<file path="src/rtl/ctr_pkg.sv">
package ctr_pkg;

    typedef enum logic [1:0] {
        DIR_UP     = 2'd0,
        DIR_DOWN   = 2'd1,
        DIR_UPDOWN = 2'd2
    } ctr_dir_e;

    typedef enum logic [2:0] {
        OP_CLEAR   = 3'd0,
        OP_HOLD    = 3'd1,
        OP_LOAD    = 3'd2,
        OP_RESTART = 3'd3,
        OP_ADD     = 3'd4,
        OP_SUB     = 3'd5
    } ctr_op_e;

endpackage

</file>
<file path="src/rtl/ctr_op_sel.sv">
module ctr_op_sel
    import ctr_pkg::*;
#(
    parameter bit       LIMITED = 1'b0,
    parameter ctr_dir_e DIR     = DIR_UP
) (
    input  logic    rst,
    input  logic    en,
    input  logic    up_dn,
    input  logic    load,
    input  logic    at_end,
    output ctr_op_e op
);

    localparam bit LOAD_OK = !LIMITED;

    logic go_up;

    always_comb begin
        unique case (DIR)
            DIR_UP:     go_up = 1'b1;
            DIR_DOWN:   go_up = 1'b0;
            default:    go_up = up_dn;
        endcase
    end

    always_comb begin
        if (rst)
            op = OP_CLEAR;
        else if (!en)
            op = OP_HOLD;
        else if (LOAD_OK && load)
            op = OP_LOAD;
        else if (at_end)
            op = OP_RESTART;
        else if (go_up)
            op = OP_ADD;
        else
            op = OP_SUB;
    end

endmodule

</file>
<file path="src/rtl/ctr_end_cmp.sv">
module ctr_end_cmp #(
    parameter int               WIDTH   = 8,
    parameter bit               LIMITED = 1'b0,
    parameter logic [WIDTH-1:0] TERM    = '0
) (
    input  logic [WIDTH-1:0] count,
    output logic             at_end
);

    // Equality is the same for signed and unsigned readings of the bits.
    assign at_end = LIMITED && (count == TERM);

endmodule

</file>
<file path="src/rtl/ctr_step_unit.sv">
module ctr_step_unit
    import ctr_pkg::*;
#(
    parameter int               WIDTH  = 8,
    parameter logic [WIDTH-1:0] START  = '0,
    parameter logic [WIDTH-1:0] STRIDE = '0
) (
    input  ctr_op_e          op,
    input  logic [WIDTH-1:0] count,
    input  logic [WIDTH-1:0] din,
    output logic [WIDTH-1:0] nxt
);

    always_comb begin
        unique case (op)
            OP_CLEAR,
            OP_RESTART: nxt = START;
            OP_HOLD:    nxt = count;
            OP_LOAD:    nxt = din;
            OP_ADD:     nxt = count + STRIDE;
            OP_SUB:     nxt = count - STRIDE;
            default:    nxt = count;
        endcase
    end

endmodule

</file>
<file path="src/rtl/step_counter.sv">
module step_counter
    import ctr_pkg::*;
#(
    parameter int       WIDTH      = 8,
    parameter bit       IS_SIGNED  = 1'b0,
    parameter bit       LIMITED    = 1'b0,
    parameter ctr_dir_e DIR        = DIR_UP,
    parameter longint   INIT_VAL   = 0,
    parameter longint   END_VAL    = 255,
    parameter bit       END_IS_MAX = 1'b0,
    parameter longint   STEP       = 1
) (
    input  logic             clk,
    input  logic             rst,
    input  logic             en,
    input  logic             up_dn,
    input  logic             load,
    input  logic [WIDTH-1:0] din,
    output logic [WIDTH-1:0] count
);

    localparam logic [WIDTH-1:0] ALL_ONES = '1;
    localparam logic [WIDTH-1:0] MAX_W    = IS_SIGNED ? (ALL_ONES >> 1) : ALL_ONES;
    localparam logic [WIDTH-1:0] INIT_W   = WIDTH'(INIT_VAL);
    localparam logic [WIDTH-1:0] END_W    = END_IS_MAX ? MAX_W : WIDTH'(END_VAL);
    localparam logic [WIDTH-1:0] STEP_W   = WIDTH'(STEP);

    logic [WIDTH-1:0] count_q;
    logic [WIDTH-1:0] count_nxt;
    logic             at_end;
    ctr_op_e          op;

    ctr_end_cmp #(
        .WIDTH   (WIDTH),
        .LIMITED (LIMITED),
        .TERM    (END_W)
    ) u_end_cmp (
        .count  (count_q),
        .at_end (at_end)
    );

    ctr_op_sel #(
        .LIMITED (LIMITED),
        .DIR     (DIR)
    ) u_op_sel (
        .rst    (rst),
        .en     (en),
        .up_dn  (up_dn),
        .load   (load),
        .at_end (at_end),
        .op     (op)
    );

    ctr_step_unit #(
        .WIDTH  (WIDTH),
        .START  (INIT_W),
        .STRIDE (STEP_W)
    ) u_step (
        .op    (op),
        .count (count_q),
        .din   (din),
        .nxt   (count_nxt)
    );

    // Count register; reset arrives as OP_CLEAR through the decoder.
    always_ff @(posedge clk) begin
        count_q <= count_nxt;
    end

    always_comb begin
        count = count_q;
    end

endmodule

</file>
<file path="config.mk">
export PLATFORM = sky130hd
export DESIGN_NAME = step_counter
export DESIGN_NICKNAME = d
export VERILOG_FILES = /design/src/rtl/ctr_pkg.sv /design/src/rtl/ctr_op_sel.sv /design/src/rtl/ctr_end_cmp.sv /design/src/rtl/ctr_step_unit.sv /design/src/rtl/step_counter.sv
export SDC_FILE = /design/constraint.sdc
export NUM_CORES = 1
export LEC_CHECK = 0
export BUFFER_PORTS_ARGS = -buffer_cell sky130_fd_sc_hd__buf_2
export CORE_ASPECT_RATIO = 0.75
export CORE_MARGIN = 2
export CORE_UTILIZATION = 30
export DETAILED_ROUTE_END_ITERATION = 7
export SLEW_MARGIN = 15
export SYNTH_ARGS = -nofsm -noshare
export SYNTH_HDL_FRONTEND = slang
export SYNTH_HIERARCHICAL = 1
export SYNTH_SLANG_ARGS = --single-unit
</file>
<file path="constraint.sdc">
create_clock -name clk -period 2.7 [get_ports clk]
set_input_delay 0.81 -clock clk [delete_from_list [all_inputs] [get_ports clk]]
set_output_delay 0.81 -clock clk [all_outputs]
set_load 0.01 [all_outputs]
</file>
# --- Yosys cells after proc, flatten, opt, wreduce, memory -nomap -nowiden ---
# Index checks and enable logic that the tools add are counted.
classes:
  n_addsub: 2
  n_eq_ne: 4
  muxes: 4
  n_reduce_logical: 3
ops:
  columns: ["operator", "count"]
  rows:
  - ["8-bit case mux with 4 select lines", 1]
  - ["3-bit 2-to-1 mux", 3]
  - ["8-bit by 1-bit adder with 8-bit output, second input constant", 1]
  - ["8-bit by 1-bit subtractor with 8-bit output, second input constant", 1]
  - ["3-bit by 2-bit == test with 1-bit output, second input constant", 2]
  - ["3-bit == test, second input constant", 2]
  - ["4-bit nonzero test", 1]
  - ["3-bit logical NOT", 1]
  - ["2-bit OR reduction", 1]
word_totals:
  regBits: 8
  in_bits: 13
  output_inout_bits: 8
  wordCells: 14

# --- Logic depth before layout (Yosys ltp) ---
depth:
  word_depth: 6
  ltp_mapped: 12
  mapped_depth_nobuf: 10

# --- By module ---
# The synthesis kept the hierarchy.
modules_own_cells:
  columns: ["mod", "instances", "cells_each", "area_each_um2", "seq_area_each_um2"]
  rows:
  - ["ctr_step_unit", 1, 97, 670.6, 0.0]
  - ["step_counter", 1, 8, 160.2, 160.2]
  - ["ctr_op_sel", 1, 6, 37.5, 0.0]
  - ["ctr_end_cmp", 1, 2, 11.3, 0.0]

# --- Least setup slack after synthesis ---
# No wires, ideal clock.
synth_path:
  path_kind: "input -> register"
  from: "in rst"
  to: "reg count_q[6], in the netlist count[6]"
  setup_ps: 126
  arrival_ps: 2369
  required_ps: 2574
  path_slack_ps: 206
  cell_stages: 11
  n_path_buf: 1
  path_cell_list: "nand2b_4 nor3_1 buf_2 nand3b_4 xnor2_1 ha_1 and4_1 o21ai_0 o21ai_0 xnor2_1 o21ai_0"
synth_between:
  elab_chain_cells: 4
  word_cells_on_any_way: 9
  cone_classes: "eq/ne (4); mux (2); reduce/logical (3)"
synth_rtl:
  columns: ["element", "line", "text"]
  rows:
  - ["start, declared", "step_counter.sv:14", "input logic rst,"]
  - ["3-bit 2-to-1 mux (*)", "ctr_op_sel.sv:28", "if (rst)"]
  - ["named net op[2]", "step_counter.sv:31", "ctr_op_e op;"]
  - ["3-bit by 2-bit == test with 1-bit output / 3-bit logical NOT (equally long branches)", "ctr_step_unit.sv:15", "unique case (op)"]
  - ["2-bit OR reduction", "ctr_step_unit.sv:15", null]
  - ["8-bit case mux with 4 select lines (*)", "ctr_step_unit.sv:15", null]
  - ["named net count_nxt[6]", "step_counter.sv:29", "logic [WIDTH-1:0] count_nxt;"]
  - ["end signal, assigned", "step_counter.sv:67", "count_q <= count_nxt;"]
  - ["end, declared", "step_counter.sv:28", "logic [WIDTH-1:0] count_q;"]
# The timed path passes the listed nets; every way through them passes the cells marked *.
# A chain may end at the register's enable or synchronous reset.

# --- Worst setup path after layout ---
# Ends and elaborated chain as after synthesis.

==> out/metrics.yaml <==
status: "complete, no violations"
totalPowerFinal_uw: 405
crit_type: "input port to flip-flop"
avgSynthCellArea_sq_um: 7.78
cpMostUsedCell: "o21ai_0"
clkPwrFrac_pct: 37.8
port_buffers: 19
cpLargestDelayFamily: "simple AND/OR/NAND/NOR gates"
crit_arrival_ns: 2.62
synth_flop_cell: "dfxtp_1"
seqPwrFrac_pct: 36.5
syn_nets: 128
vias: 932
first_global_vias: 854
drt_iter0_markers: 94
cts_tree: "done"
p_leak_uw: 0.000460
fin_crit_ns: 2.47
syn_to_final_growth_pct: 16.4
cts_hold_buffers: 0
antenna_found_initial: 0
grt_util_all_layers_pct: 15.6
cts_setup_buffers: 0
switching_share_pct: 33.2
pwr-share-comb_pct: 25.7
synth_seq_area_share_pct: 18.2
htree_levels: 1
crit_slowest_cell: "ha_1"
finalHoldViolCount: 0
rows: 16
die_h_um: 50.9
layout-drive-gt1-share_pct: 26.6
start_kind: "input port"
layout.nets: 145
required_ns: 2.85
synth_cells: 113
cp_slowest_stage_delay_ns: 0.28
insertion_delay_ns: 0.23
yosys.cell_count.top_type: "nor2_1"
report.final.slew_viol_count: 0
drt_pass1_iterations: 4
synth.top_cells.by_count: "nor2_1, dfxtp_1, a21oi_1, nand2_1, o21ai_0"
die-area_sq_um: 3390
ant_nets: 0
drc: 0
switchingPower_uw: 135
largest_register_ffs: 8
grt_pass1_wl_um: 3980
ys_async_sr_fraction_pct: 0
cts_made_buffers: 3
setup_viol: 0
setup_slack_ns: 0.234
fp.coreArea_sq_um: 2700
rsz0062_at_grt: "false"
maxCapViolCount: 0
path_cells: "buf_2 > nand2b_4 > nor3_2 > nand3b_4 > xnor2_1 > ha_1 > and4_1 > o21ai_0 > o21ai_0 > xnor2_1 > o21ai_0"
path_clk_slew_ns: 0.04
clk_path_buf_depth: 2
grt_max_degree: 25
period_share_pct: 91.3
p_int_uw: 271
maxSlewHeadroom_pct: 54.7
wl_per_cell_um: 14.6
vias_per_cell: 5.68
path_max_fanout: 6
ys_types: 41
initial_utilization_pct: 32.5
fmax_mhz: 406
hold_slack_ns: 0.578
postLayoutCoreUtil_pct: 37.9
clockRootBuffer: "clkbuf_8"
fin_tns_setup_ns: 0
peakVddDrop_v: 0.000126
synth_top_area_share_pct: 18.2
clock-sinks: 8
yosysWarningCount: 6
routed_wirelength_um: 2390
cts_resized: 0
path_buf_inv: 1
finalClockSkew_ns: 0.00487
post-place-ws_ns: -0.00810
grt-ovfl-total: 0
power.density_nw_per_um2: 396
io_pins: 21
crit_path_end_kind: "flip-flop"
yosys.area.top_type: "dfxtp_1"
tightest_slew_ns: 0.677
n_antenna_cell: 0
synth-edff-count: 0
die_width_um: 66.5
hpwl_um: 1730
netlist_top_cells_area: "dfxtp_1, nor2_1, a22o_1"
yosys_register_bits: 8
hp-class: "flip-flop to flip-flop"
synth_area_sq_um: 880
finalWeightedCongestion: 0.745
-- cell usage in the layout, fill, tap and decap left out, types with 4 or more instances in the layout --
cell type / count
a22oi_1: 5
buf_2: 19
o21ai_0: 6
mux2i_1: 4
buf_4: 4
dfxtp_1: 8
nand2b_1: 4
nor2_1: 12
a22o_1: 5
a21oi_1: 6
nand2_1: 6
-- logic make-up after synthesis --
kind of cell,share of synthesized area [%]
DFF,18.2
AOI/OAI and AO/OA,32.0
and+or+nand+nor,30.3
buffers and inverters,9.67
adders and majority gates,2.84
muxes,4.55
other,0.426
xor gates and xnor gates,1.99
-- path summary, 6_finish.rpt --
| check | slack [ns] | cells after the start | from | end |
|---|---|---|---|---|
| hold / removal | 0.58 | 2 | count[6]$_DFF_P_ | count[6]$_DFF_P_ |
| hold reg to reg | 0.58 | 2 | count[6]$_DFF_P_ | count[6]$_DFF_P_ |
| setup reg to reg | 0.91 | 7 | count[1]$_DFF_P_ | count[6]$_DFF_P_ |
| setup / recovery | 0.23 | 11 | rst | count[6]$_DFF_P_ |
-- final cells by class --
cell class                 instances  area, sq um
tap                               36         45.0
clock buffer                       3         41.3
inverter                           2         12.5
multi-input combinational         92          639
timing repair buffer              23          125
sequential                         8          160
fill                             294         1680
-- stage by stage --
step / instance area, sq um / std cells
CTS: 1020 / 164
finish: 1020 / 164
global placement: 982 / 161
global route: 1020 / 164
detailed placement: 982 / 161
floorplan: 880 / 113
-- power by group through the flow --
stage	clock [uW]	sequential, uW	combinational (uW)
2_1_floorplan	0	144	78.2
3_3_place_gp	0	149	98.5
3_5_place_dp	0	150	102
4_1_cts	158	147	103
5_1_grt	164	151	116
6_report	153	148	104
-- layer usage --
layer / wire length (um) / up-vias / global-route usage [%] / share of wire (%)
met4: 18 / 0 / 5.10 / 0.75
met5: 0 / - / 0 / 0
met2: 1150 / 40 / 26.7 / 48
li1: - / 457 / - / -
met3: 176 / 4 / 4.41 / 7.4
met1: 1040 / 431 / 18.7 / 44
-- worst reg2reg max path, cell delays in order, from the launching register on --
cell and delay [ns]:
dfxtp_1 0.50, xnor2_1 0.17, ha_1 0.32, and4_1 0.24, o21ai_0 0.07, o21ai_0 0.13
xnor2_1 0.14, o21ai_0 0.10
(Power assumes the default switching activity.)
